[src/rtl/shrot_pkg.sv]
package shrot_pkg;

   typedef enum logic [2:0] {
      OP_CIRC_L  = 3'd0,
      OP_CIRC_R  = 3'd1,
      OP_THRU_L  = 3'd2,
      OP_THRU_R  = 3'd3,
      OP_ARITH_L = 3'd4,
      OP_ARITH_R = 3'd5,
      OP_NIBX    = 3'd6,
      OP_LOGIC_R = 3'd7
   } shrot_op_e;

   localparam int LEN_W     = 2;
   localparam int LEN_SHORT = 1;
   localparam int LEN_LONG  = 2;

endpackage

[src/rtl/shrot_shifter.sv]
module shrot_shifter #(
   parameter int DATA_W = 8
) (
   input  logic [DATA_W-1:0]   opnd,
   input  logic                cin,
   input  shrot_pkg::shrot_op_e op,
   output logic [DATA_W-1:0]   res,
   output logic                cout
);
   localparam int MSB  = DATA_W - 1;
   localparam int HALF = DATA_W / 2;

   logic [DATA_W-1:0] swapped;

   // nibble (half-word) exchange built by index mapping
   for (genvar i = 0; i < DATA_W; i++) begin : g_swap
      assign swapped[i] = opnd[(i + HALF) % DATA_W];
   end

   always_comb begin
      res  = opnd;
      cout = 1'b0;
      unique case (op)
         shrot_pkg::OP_CIRC_L: begin
            res  = {opnd[MSB-1:0], opnd[MSB]};
            cout = opnd[MSB];
         end
         shrot_pkg::OP_CIRC_R: begin
            res  = {opnd[0], opnd[MSB:1]};
            cout = opnd[0];
         end
         shrot_pkg::OP_THRU_L: begin
            res  = {opnd[MSB-1:0], cin};
            cout = opnd[MSB];
         end
         shrot_pkg::OP_THRU_R: begin
            res  = {cin, opnd[MSB:1]};
            cout = opnd[0];
         end
         shrot_pkg::OP_ARITH_L: begin
            res  = {opnd[MSB-1:0], 1'b0};
            cout = opnd[MSB];
         end
         shrot_pkg::OP_ARITH_R: begin
            res  = {opnd[MSB], opnd[MSB:1]};
            cout = opnd[0];
         end
         shrot_pkg::OP_NIBX: begin
            res  = swapped;
            cout = 1'b0;
         end
         shrot_pkg::OP_LOGIC_R: begin
            res  = {1'b0, opnd[MSB:1]};
            cout = opnd[0];
         end
         default: begin
            res  = opnd;
            cout = 1'b0;
         end
      endcase
   end
endmodule

[src/rtl/shrot_flagger.sv]
module shrot_flagger #(
   parameter int DATA_W = 8
) (
   input  logic [DATA_W-1:0]              res,
   input  logic                           short_req,
   input  shrot_pkg::shrot_op_e           op,
   output logic                           z,
   output logic [shrot_pkg::LEN_W-1:0]    len
);
   logic short_eff;

   // the compact form only exists for the four rotates (op[2] == 0)
   assign short_eff = short_req && !op[2];

   always_comb begin
      if (short_eff) begin
         z   = 1'b0;
         len = shrot_pkg::LEN_W'(shrot_pkg::LEN_SHORT);
      end else begin
         z   = (res == '0);
         len = shrot_pkg::LEN_W'(shrot_pkg::LEN_LONG);
      end
   end
endmodule

[src/rtl/shift_rot_unit.sv]
module shift_rot_unit #(
   parameter int DATA_W = 8
) (
   input  logic              clk,
   input  logic              rst,
   input  logic              in_vld,
   input  logic              in_short,
   input  logic [2:0]        in_op,
   input  logic [DATA_W-1:0] in_data,
   input  logic              in_carry,
   output logic              out_vld,
   output logic [DATA_W-1:0] out_data,
   output logic              out_z,
   output logic              out_n,
   output logic              out_h,
   output logic              out_c,
   output logic [1:0]        out_len
);
   localparam int MSB = DATA_W - 1;

   if (DATA_W < 2 || (DATA_W % 2) != 0) begin : g_bad_width
      $error("shift_rot_unit: DATA_W must be even and at least 2");
   end

   shrot_pkg::shrot_op_e op_e;
   logic [DATA_W-1:0]    nx_data;
   logic                 nx_c;
   logic                 nx_z;
   logic [1:0]           nx_len;

   assign op_e = shrot_pkg::shrot_op_e'(in_op);

   shrot_shifter #(.DATA_W(DATA_W)) u_shift (
      .opnd (in_data),
      .cin  (in_carry),
      .op   (op_e),
      .res  (nx_data),
      .cout (nx_c)
   );

   shrot_flagger #(.DATA_W(DATA_W)) u_flag (
      .res       (nx_data),
      .short_req (in_short),
      .op        (op_e),
      .z         (nx_z),
      .len       (nx_len)
   );

   always_ff @(posedge clk) begin
      if (rst) begin
         out_vld  <= 1'b0;
         out_data <= '0;
         out_z    <= 1'b0;
         out_n    <= 1'b0;
         out_h    <= 1'b0;
         out_c    <= 1'b0;
         out_len  <= '0;
      end else begin
         out_vld <= in_vld;
         if (in_vld) begin
            out_data <= nx_data;
            out_z    <= nx_z;
            out_n    <= 1'b0;
            out_h    <= 1'b0;
            out_c    <= nx_c;
            out_len  <= nx_len;
         end
      end
   end

   // a strobe is answered on the following edge, and only then
   a_r11_vld_follow: assert property (@(posedge clk) disable iff (rst)
      in_vld |=> out_vld);
   a_r11_no_spurious: assert property (@(posedge clk) disable iff (rst)
      !in_vld |=> !out_vld);
   // without a strobe the result holds
   a_r11_hold: assert property (@(posedge clk) disable iff (rst)
      !in_vld |=> $stable(out_data));
   // reset wins over a strobe
   a_r12_rst_clear: assert property (@(posedge clk)
      rst |=> (!out_vld && out_data == '0 && !out_c && !out_z));
   // circular left takes carry from the old top bit
   a_r1_circ_carry: assert property (@(posedge clk) disable iff (rst)
      (in_vld && in_op == 3'd0) |=> (out_c == $past(in_data[MSB])));
   // compact rotates never raise Z and are one byte long
   a_r9_short_z: assert property (@(posedge clk) disable iff (rst)
      (in_vld && in_short && !in_op[2]) |=> (!out_z && out_len == 2'd1));
   // a non-zero result never carries Z
   a_r8_nonzero_noz: assert property (@(posedge clk) disable iff (rst)
      (out_vld && out_data != '0) |-> !out_z);
   // codes 4..7 are always two bytes long
   a_r10_long_len: assert property (@(posedge clk) disable iff (rst)
      (in_vld && in_op[2]) |=> (out_len == 2'd2));

endmodule

[config.mk]
export PLATFORM = sky130hd
export DESIGN_NAME = shift_rot_unit
export DESIGN_NICKNAME = d
export VERILOG_FILES = /design/src/rtl/shrot_pkg.sv /design/src/rtl/shrot_shifter.sv /design/src/rtl/shrot_flagger.sv /design/src/rtl/shift_rot_unit.sv
export SDC_FILE = /design/constraint.sdc
export NUM_CORES = 1
export LEC_CHECK = 0
export BUFFER_PORTS_ARGS = -buffer_cell sky130_fd_sc_hd__buf_2
export CAP_MARGIN = 25
export CORE_MARGIN = 3
export CORE_UTILIZATION = 48
export CTS_BUF_LIST = sky130_fd_sc_hd__clkbuf_2 sky130_fd_sc_hd__clkbuf_4 sky130_fd_sc_hd__clkbuf_8
export CTS_CLUSTER_SIZE = 25
export DETAILED_ROUTE_END_ITERATION = 8
export PLACE_DENSITY = 0.8
export SETUP_SLACK_MARGIN = 0.02
export SYNTH_ARGS = -nofsm -noshare
export SYNTH_HDL_FRONTEND = slang
export SYNTH_HIERARCHICAL = 1
export SYNTH_SLANG_ARGS = --single-unit
[constraint.sdc]
create_clock -name clk -period 1.95 [get_ports clk]
set_input_delay 0.585 -clock clk [delete_from_list [all_inputs] [get_ports clk]]
set_output_delay 0.585 -clock clk [all_outputs]
set_load 0.01 [all_outputs]
Word level (Yosys, flattened, before mapping):

Cells that the tools add are included.

* register bits after elaboration: 13
* bits of input ports: 16
* output and inout port bits: 15

* equal/unequal tests: 7
* multiplexer cells: 4
* reduce and logical (&&, ||, !) cells: 6

Operators by type and width (count)
* 8-bit case mux with 8 select lines: 1
* 3-bit == test, second input constant: 4
* 8-bit logical NOT: 1
* 3-bit by 2-bit == test with 1-bit output, second input constant: 2
* 4-bit OR reduction: 1
* 3-bit by 1-bit == test with 1-bit output, second input constant: 1
* 3-bit logical NOT: 1
* 1-bit case mux with 3 select lines: 1
* 3-bit OR reduction: 1
* 2-bit 2-to-1 mux: 1
* 1-bit logical AND: 1
* 1-bit logical NOT: 1
* 1-bit 2-to-1 mux: 1

Logic depth before layout (Yosys ltp):

Gate-level depths: netlist (run 1).

* depth after elaboration: 4
* mapped depth: 8
* mapped depth without buffers: 7

Cells and area by module:

The synthesis (run 1) kept the hierarchy.

By module, submodules not included
* shift_rot_unit: instances 1, cells each 44, area an instance 486.7 µm²
* shrot_shifter: instances 1, cells each 33, area an instance 222.7 µm²
* shrot_flagger: instances 1, cells each 6, area an instance 36.3 µm²

Least setup slack after synthesis (run 1):

No wires, ideal clock.

* kind: input to register
* start: input in_op[0]
* end: register out_z
* setup time: 0.064 ns
* arrival: 1.733 ns
* data required time: 1.886 ns
* path slack: 0.153 ns
* stages: 7
* path buffers: 2
* path through: clkbuf_1 -> clkbuf_1 -> o21ai_0 -> nor4_1 -> and3_1 -> mux2i_1 -> nor2_1

* cells in the longest elaborated chain, start to end: 4
* elaborated cells on any way between the ends: 11
* those cells by class: eq/ne: 7; mux: 2; reduce/logical: 2

RTL lines
* start: declaration: RTL line shift_rot_unit.sv:8 `input logic [2:0] in_op,`
* 3-bit == test, or another cell as far along: RTL line shrot_shifter.sv:23 `unique case (op)`
* 8-bit case mux with 8 select lines (*): RTL line shrot_shifter.sv:23
* net nx_data[1]: RTL line shift_rot_unit.sv:26 `logic [DATA_W-1:0] nx_data;`
* 8-bit logical NOT (*): RTL line shrot_flagger.sv:20 `z = (res == '0);`
* 1-bit 2-to-1 mux (*): RTL line shrot_flagger.sv:16 `if (short_eff) begin`
* net nx_z: RTL line shift_rot_unit.sv:28 `logic nx_z;`
* end signal: assignment: RTL line shift_rot_unit.sv:62 `out_z <= nx_z;`
* end: declaration: RTL line shift_rot_unit.sv:13 `output logic out_z,`

The timed path passes the listed nets; every way through them passes the cells marked *.
A chain may end at the register's enable or synchronous reset.

Worst setup path after layout (run 1):

* start: input in_op[1]
* end: register out_z

Same word-level chain as after synthesis.

==> results of run 1 <==
## layout make-up
class | instances | area (sq um)
fill | 135 | 495.5
timing repair buffer | 30 | 155.1
tap | 15 | 18.77
inverter | 1 | 3.754
sequential | 13 | 260.3
clock buffer | 4 | 30.03
multi-input combinational | 62 | 419.2
## power by group
group / internal [mW] / switching, mW / leakage [nW]
sequential: 0.281 / 0.00687 / 0.107
combinational: 0.0611 / 0.0715 / 0.368
clock: 0.0932 / 0.0826 / 0.0184
## registers in the layout, summed over array words and instances, names as in the netlist
register  count
out_c         1
out_data      8
out_len       2
out_vld       1
out_z         1
## worst register-to-register path, stage by stage (launching register included)
cell	delay [ps]
dfxtp_1	320
mux2i_1	130
nor2_1	60
## metal layers
layer	wire (um)	vias to the layer above
met5	0	-
met4	30	0
met3	94	4
met2	678	22
met1	697	278
li1	-	332
## per-stage QoR
step	instances	setup slack, ps	area (sq um)	power, mW	util, %
after floorplan	84	152.7	749.5	0.3858	-
after global placement	121	-28.47	857.1	0.4244	61.99
after detailed placement	121	-119.1	857.1	0.4272	61.99
after CTS	125	158.1	887.1	0.6051	64.16
after global routing	125	85.13	887.1	0.6363	64.16
final	125	144.4	887.1	0.5966	64.16
## worst max path at each step
stage,startpoint,end,slack [ps],cells past startpoint
after global routing,in_op[1],out_z,90,8
after CTS,in_op[1],out_z,160,8
after detailed placement,in_op[1],out_z,-120,8
final,in_op[1],out_z,140,8
after global placement,in_op[1],out_z,-30,8
after floorplan,in_op[0],out_z,150,7
## logic make-up (layout without fill, tap and decap cells)
group           after synthesis  in the layout  share of synthesized area, %
compound gates               10             10                         7.384
buf+inv                       9             35                         9.395
flops                        13             13                         34.90
mux                          22             22                         30.37
other cells                   1              2                        0.5029
simple gates                 28             28                         17.45
## cells in the final DEF (no fill, tap or decap), drive strengths merged
cell type	count
conb	2
and3	1
mux2i	20
nor4	2
nor2	12
o21ai	8
nor2b	1
buf	30
nand3b	1
clkbuf	4
o21a	1
nand2	9
mux2	2
nand2b	1
o211ai	1
inv	1
nand3	1
dfxtp	13
==> results_dict.tcl, run 1 <==
set metrics [dict create \
    endpoint_kind "flop" \
    grt_pass1_wl_um 2449 \
    worstRegToRegCells 2 \
    post_cts_resized 0 \
    slowest_stage "mux2_4" \
    std_cell_rows 13 \
    core_area_sq_um 1383 \
    overflow 0 \
    path_clk_slew_ps 70 \
    arrival_ps 2020 \
    final-setup-viol-count 0 \
    fin_nets 127 \
    antenna_found_initial 0 \
    path_buf_inv 1 \
    timing.final.crit_period_ps 1806 \
    portBuffers 28 \
    hp-class "flop to flop" \
    grt_usage_pct 16.96 \
    synthMostInstantiatedCell "mux2i_1" \
    vias 636 \
    maxCapViolations 0 \
    max_stage_delay_ps 300 \
    antenna_cells 0 \
    syn_avg_cell_area_sq_um 8.985 \
    ir_drop_mv 0.4000 \
    worstHoldPathCells 2 \
    synthCells 83 \
    synth_area_sq_um 745.7 \
    area_growth_pct 18.96 \
    drc_errors 0 \
    yosys-top-cells-count "mux2i_1 (20), dfxtp_1 (13), nor2_1 (12)" \
    pin_count 31 \
    avgRoutedWirePerCell_um 12.00 \
    hold_viol_final 0 \
    synth_top_area_cell "dfxtp_1" \
    crit_chain "buf_2 > nand2_4 > mux2_4 > o21a_1 > nor4_1 > and3_1 > mux2i_1 > nor2_1" \
    cts_tree "yes" \
    drt-vias-per-instance 5.088 \
    top_usage_layer "met2" \
    cts_setup_buffers 0 \
    finClkSkew_ps 0 \
    p_leak_nw 0.4933 \
    ys_ff_latch 13 \
    dieArea_sq_um 2063 \
    synth_seq_area_share_pct 34.90 \
    yosys_most_used_dff "dfxtp_1" \
    outcome "completed" \
    whs_endpoint "out_data[2]" \
    grtUsageMet2_pct 26.18 \
    gr-usage-met3_pct 3.953 \
    reg2reg_from "out_data[4]" \
    timing.fmax_ghz 0.5538 \
    synth_cell_type_count 23 \
    synth_edf_count 0 \
    worstSetupStartpointType "input pin" \
    drive_gt1_share_pct 33.64 \
    async_reset_ff_share_pct 0 \
    insertion_delay_ps 270 \
    r2r_end "out_data[4]" \
    cts_made_buffers 3 \
    hp-start "out_data[2]" \
    ctsHtreeMaxLevel 1 \
    cp_top_family "simple AND/OR/NAND/NOR gates" \
    cts-root-buf "clkbuf_4" \
    path_class "input pin to flop" \
    globalplace.congestion 0.8424 \
    powerDensity_nw_per_um2 672.5 \
    hold_buffers 0 \
    slew_violations 0 \
    crit_path_max_fanout 6 \
    die_w_um 45.42 \
    hpwl_um 1174 \
    start_util_pct 53.94 \
    first_global_vias 576 \
    clock-sinks 13 \
    die_y_um 45.42 \
    drtAntennaViolNets 0 \
    grt_use_met1_pct 20.29 \
    yosysWarnings 6 \
    drt_iter0_drc 11 \
    synth.top_cell.area_share_pct 34.90 \
    critPathRequiredTime_ps 2160 \
    r2r_setup_slack_ps 1330 \
    fin_crit_sh_pct 92.60 \
    rsz0062_at_grt "false" \
    cts_buffer_depth 2 \
    timing.hold.ws_ps 494.0 \
    grt_max_degree 14 \
    routed_wl_um 1500 \
    synth_area_leaders "dfxtp_1 (35%), mux2i_1 (27%), nor2_1 (6.0%), o21ai_0 (5.4%), nand2_1 (4.0%)" \
    tns_ps 0 \
    dr.pass1.iters 4 \
]
Power figures use the tool's default switching activity.
==> run 2: changes to the inputs <==
--- a/config.mk
+++ b/config.mk
@@ -5,14 +5,15 @@
 export SDC_FILE = /design/constraint.sdc
 export NUM_CORES = 1
 export LEC_CHECK = 0
+export ABC_AREA = 1
 export BUFFER_PORTS_ARGS = -buffer_cell sky130_fd_sc_hd__buf_2
 export CAP_MARGIN = 25
 export CORE_MARGIN = 3
-export CORE_UTILIZATION = 48
+export CORE_UTILIZATION = 45
 export CTS_BUF_LIST = sky130_fd_sc_hd__clkbuf_2 sky130_fd_sc_hd__clkbuf_4 sky130_fd_sc_hd__clkbuf_8
 export CTS_CLUSTER_SIZE = 25
 export DETAILED_ROUTE_END_ITERATION = 8
-export PLACE_DENSITY = 0.8
+export PLACE_DENSITY = 0.74
 export SETUP_SLACK_MARGIN = 0.02
 export SYNTH_ARGS = -nofsm -noshare
 export SYNTH_HDL_FRONTEND = slang
==> results_dict.tcl, run 2 <==
set metrics [dict create \
    maxCapViolations 0 \
    synthCells 141 \
    tns_ps 0 \
    pin_count 31 \
    critPathRequiredTime_ps 2120 \
    path_class "input pin to flop" \
    grt_pass1_wl_um 3098 \
    grt_usage_pct 15.72 \
    syn_avg_cell_area_sq_um 6.087 \
    endpoint_kind "flop" \
    async_reset_ff_share_pct 0 \
    synth_area_sq_um 858.3 \
    ctsHtreeMaxLevel 1 \
    fillers 210 \
    powerDensity_nw_per_um2 634.0 \
    portBuffers 28 \
    crit_path_max_fanout 13 \
    synth_seq_area_share_pct 30.32 \
    post_cts_resized 0 \
    die_y_um 49.68 \
    hold_buffers 0 \
    routed_wl_um 1803 \
    final_common_cell "nand2_1" \
    clockPowerShare_pct 28.1 \
    first_global_vias 752 \
    total_power_mw 0.6243 \
    synth.top_cell.area_share_pct 30.32 \
    cts_buffer_depth 2 \
    yosys-top-cells-count "nand2_1 (42), nor2_1 (30), inv_1 (21)" \
    overflow 0 \
    final-setup-viol-count 0 \
    timing.fmax_ghz 0.6434 \
    largest_reg_flops 8 \
    ys_ff_latch 13 \
    timing.hold.ws_ps 470.5 \
    cts_made_buffers 3 \
    final_cell_mix "nand2_1 (42), nor2_1 (30), buf_2 (28), inv_1 (21)" \
    ir_drop_mv 0.5222 \
    largest_register "out_data" \
    power_frac_seq_pct 46.8 \
    core_area_sq_um 1764 \
    slew_violations 0 \
    drt_iter0_drc 13 \
    hold_viol_final 0 \
    dr.pass1.iters 4 \
    final_util_pct 55.82 \
    drt-vias-per-instance 4.497 \
    vias 859 \
    std_cell_rows 15 \
    drc_errors 0 \
    synth_top_area_cell "dfxtp_1" \
    cts-root-buf "clkbuf_4" \
    finClkSkew_ps 0 \
    p_sw_share_pct 29.82 \
    fin_nets 183 \
    insertion_delay_ps 270 \
    yosys_most_used_dff "dfxtp_1" \
    outcome "completed" \
    p_leak_nw 0.5817 \
    avgRoutedWirePerCell_um 9.440 \
    cts_setup_buffers 0 \
    largestRegisters "out_data x8, out_len x2" \
    synth_edf_count 0 \
    synthMostInstantiatedCell "nand2_1" \
    start_util_pct 48.65 \
    antenna_cells 0 \
    die_w_um 49.68 \
    hp-class "flop to flop" \
    cts_tree "yes" \
    worstSetupStartpointType "input pin" \
    antenna_found_initial 0 \
    rsz0062_at_grt "false" \
    arrival_ps 1720 \
    clock-sinks 13 \
    dieArea_sq_um 2468 \
    yosysWarnings 6 \
    globalplace.congestion 0.9340 \
    timing.final.crit_period_ps 1554 \
    comb_power_share_pct 25.1 \
    path_clk_slew_ps 80 \
    area_growth_pct 14.72 \
    p_int_mw 0.4381 \
    drive_gt1_share_pct 24.10 \
    synth_area_leaders "dfxtp_1 (30%), nand2_1 (18%), nor2_1 (13%), inv_1 (9.2%), nand3_1 (7.6%)" \
    p_sw_mw 0.1862 \
    grt_max_degree 26 \
    fin_crit_sh_pct 79.71 \
    drtAntennaViolNets 0 \
    hpwl_um 1453 \
    synth_cell_type_count 18 \
]
[run 2: changes by cell type after synthesis, moves of 2 or more]
cell / change
nand2_1: +34
inv_1: +20
mux2i_1: -20
nor2_1: +18
nand3_1: +12
o21ai_0: -8
buf_6: +2
clkbuf_1: -2
inv_2: +2
nand2_2: +2
nor4_1: -2
o211ai_2: +2
[run 2: worst paths after layout]
| check | to | slack, ps | start | depth (start not counted) |
|---|---|---|---|---|
| worst max-delay path | out_z | 400 | in_op[0] | 13 |
| worst min-delay path | out_data[4] | 470 | out_data[4] | 2 |
| worst max register to register | out_data[5] | 1400 | out_data[5] | 2 |
| worst min register to register | out_data[4] | 470 | out_data[4] | 2 |
[run 2: cell type report]
cell class | instances | area, sq um | share of cell area, %
Tap cell | 25 | 31.28 | 3.177
Timing Repair Buffer | 28 | 140.1 | 14.23
Inverter | 23 | 86.33 | 8.767
Sequential cell | 13 | 260.3 | 26.43
Clock buffer | 4 | 30.03 | 3.050
Multi-Input combinational cell | 98 | 436.7 | 44.35
[run 2: logic make-up (layout without fill, tap and decap cells)]
family	Yosys count	in the layout	synth area share, %
flip-flops	13	13	30.32
AO/OA/AOI/OAI	7	7	7.579
AND/OR/NAND/NOR	89	89	42.42
buffers and inverters	31	55	19.24
other	1	2	0.4369
[run 2: critical path: stages]
cell and delay, ps:
buf_2 140, inv_2 210, nand3_2 140, inv_2 120
nand2_1 60, nand3_1 100, nor2_1 50, nand3_1 80
nor2_1 40, inv_1 40, nand2_1 40, nand2_1 70
nor2_1 40
[run 2: through the flow]
stage	setup WS, ps	instances	instance area, sq um
detailed placement	130.0	187	954.7
CTS	417.8	191	984.7
global route	254.9	191	984.7
global placement	189.6	187	954.7
floorplan	532.1	142	862.1
finish	395.7	191	984.7
[run 2: power groups by stage]
stage,logic [mW],clock network [mW],registers [mW]
floorplan,0.107,0,0.308
global placement,0.156,0,0.298
detailed placement,0.158,0,0.298
CTS,0.158,0.184,0.292
global route,0.180,0.195,0.295
finish,0.157,0.176,0.292
[run 2: metal layers]
metal / share of wire (%) / wire [um] / up-vias / global-route usage [%]
met1: 46 / 825 / 361 / 18.89
met2: 47 / 853 / 26 / 27.53
met3: 6.5 / 117 / 2 / 4.834
met5: 0 / 0 / - / 0
li1: - / - / 470 / -
met4: 0.39 / 7 / 0 / 2.765
==> run 3: changes to the inputs <==
--- a/config.mk
+++ b/config.mk
@@ -5,15 +5,15 @@
 export SDC_FILE = /design/constraint.sdc
 export NUM_CORES = 1
 export LEC_CHECK = 0
-export ABC_AREA = 1
+export ABC_AREA = 0
 export BUFFER_PORTS_ARGS = -buffer_cell sky130_fd_sc_hd__buf_2
 export CAP_MARGIN = 25
 export CORE_MARGIN = 3
-export CORE_UTILIZATION = 45
+export CORE_UTILIZATION = 44
 export CTS_BUF_LIST = sky130_fd_sc_hd__clkbuf_2 sky130_fd_sc_hd__clkbuf_4 sky130_fd_sc_hd__clkbuf_8
 export CTS_CLUSTER_SIZE = 25
 export DETAILED_ROUTE_END_ITERATION = 8
-export PLACE_DENSITY = 0.74
+export PLACE_DENSITY = 0.77
 export SETUP_SLACK_MARGIN = 0.02
 export SYNTH_ARGS = -nofsm -noshare
 export SYNTH_HDL_FRONTEND = slang
==> constraint.sdc (replaced) <==
create_clock -name clk -period 1.4 [get_ports clk]
set_input_delay 0.42 -clock clk [delete_from_list [all_inputs] [get_ports clk]]
set_output_delay 0.42 -clock clk [all_outputs]
set_load 0.01 [all_outputs]
==> results_dict.tcl, run 3 (same netlist as run 1, synthesis figures left out) <==
set metrics [dict create \
    portBuffers 28 \
    crit_path_max_fanout 8 \
    grt_pass1_wl_um 2573 \
    drt_iter0_drc 11 \
    register_area_sq_um 260.3 \
    hp-class "input pin to flop" \
    globalplace.congestion 0.8247 \
    fin_ws_ps -26.93 \
    hold_viol_final 0 \
    endpoint_kind "flop" \
    routed_wl_um 1704 \
    p_leak_nw 0.5668 \
    timing.fmax_ghz 0.7008 \
    final_util_pct 66.05 \
    place_ws_ps -436.3 \
    die_w_um 47.17 \
    power_frac_seq_pct 45.7 \
    dieArea_sq_um 2225 \
    finClkSkew_ps 0 \
    fin_crit_sh_pct 101.9 \
    grt_max_degree 14 \
    hpwl_um 1352 \
    path_clk_slew_ps 70 \
    cp_top_family "simple AND/OR/NAND/NOR gates" \
    max_stage_delay_ps 300 \
    maxCapViolations 0 \
    drtAntennaViolNets 0 \
    clockPowerShare_pct 26.9 \
    p_int_mw 0.6471 \
    timing.final.crit_period_ps 1427 \
    path_class "input pin to flop" \
    stdcell_count 140 \
    cts_made_buffers 3 \
    fin_nets 141 \
    largest_register "out_data" \
    finish.instance_area_sq_um 1030 \
    final-setup-viol-count 1 \
    drc_errors 0 \
    start_util_pct 47.83 \
    largest_reg_flops 8 \
    placed_cells_incl_taps 136 \
    violations "setup timing" \
    core_area_sq_um 1559 \
    cts-root-buf "clkbuf_4" \
    final_cell_mix "buf_2 (26), mux2i_1 (20), buf_4 (16), dfxtp_1 (13), nor2_1 (12)" \
    die_y_um 47.17 \
    crit_chain "buf_12 > nand2_8 > mux2_4 > o21a_1 > nor4_2 > and3_1 > mux2i_1 > nor2_1" \
    insertion_delay_ps 260 \
    hold_buffers 0 \
    vias 702 \
    multi_input_area_sq_um 434.2 \
    drive_gt1_share_pct 41.94 \
    outcome "complete, but fails checks" \
    avgRoutedWirePerCell_um 12.17 \
    powerDensity_nw_per_um2 853.5 \
    place_area_sq_um 972.2 \
    slowest_stage "mux2_4" \
    rsz0062_at_grt "true" \
    overflow 0 \
    slew_violations 0 \
    final_common_cell "buf_2" \
    largestRegisters "out_data x8, out_len x2" \
    ctsHtreeMaxLevel 1 \
    arrival_ps 1630 \
    timing.hold.ws_ps 474.9 \
    antenna_cells 0 \
    fillers 132 \
    path_buf_inv 1 \
    clock-sinks 13 \
    std_cell_rows 14 \
    drt-vias-per-instance 5.014 \
    dr.pass1.iters 4 \
    cts_tree "yes" \
    cts_buffer_depth 2 \
    grt_usage_pct 16.38 \
    antenna_found_initial 0 \
    p_sw_share_pct 26.37 \
    pin_count 31 \
    first_global_vias 605 \
    ir_drop_mv 0.5683 \
    area_growth_pct 38.09 \
    p_sw_mw 0.2318 \
    critPathRequiredTime_ps 1610 \
    worstSetupStartpointType "input pin" \
    comb_power_share_pct 27.3 \
]
==> run 3: timing repair <==
action,4_1_cts,5_1_grt
endpoints found under the setup margin,1,1
setup buffers,0,0
gates resized for setup,7,1
==> run 3: per-layer routing <==
metal  GRT usage (%)  up-vias  part of all wire, %
met5               0        -                    0
li1                -      360                    -
met1           21.28      314                   44
met2           26.83       26                   49
met4           6.630        0                 0.70
met3           2.682        2                  6.0
==> run 3: final cells by class <==
| type | instances | area share [%] |
|---|---|---|
| repair buffers | 44 | 27.34 |
| inverters | 1 | 0.3645 |
| clock buffers | 4 | 2.916 |
| flip-flops and latches | 13 | 25.27 |
| multi-input cells | 62 | 42.16 |
| well taps | 16 | 1.944 |
==> run 3: power groups by stage <==
stage	Combinational, mW	Clock (mW)	Sequential [mW]
after CTS	0.241	0.247	0.402
after global routing	0.263	0.263	0.404
after detailed placement	0.230	0	0.411
after floorplan	0.120	0	0.422
after global placement	0.225	0	0.410
final	0.240	0.237	0.402
==> run 3: worst reg2reg max path, delay by kind of cell (launching register included) <==
kind             cells  cell delay [ps]
DFF                  1              320
muxes                1              130
and+or+nand+nor      1               60
==> run 3: final timing paths <==
path	from	endpoint	slack, ps	depth (start not counted)
worst max-delay path	in_op[1]	out_z	-30	8
worst min-delay path	rst	out_c	470	2
worst max register to register	out_data[0]	out_data[0]	780	2
worst min register to register	out_c	out_c	490	2
==> run 3: metrics by stage <==
stage	power (mW)	setup TNS (ps)
after global placement	0.6345	-775.3
after floorplan	0.5418	-46.27
final	0.8788	-26.93
after detailed placement	0.6408	-1157
after global routing	0.9298	-116.3
after CTS	0.8895	-34.83
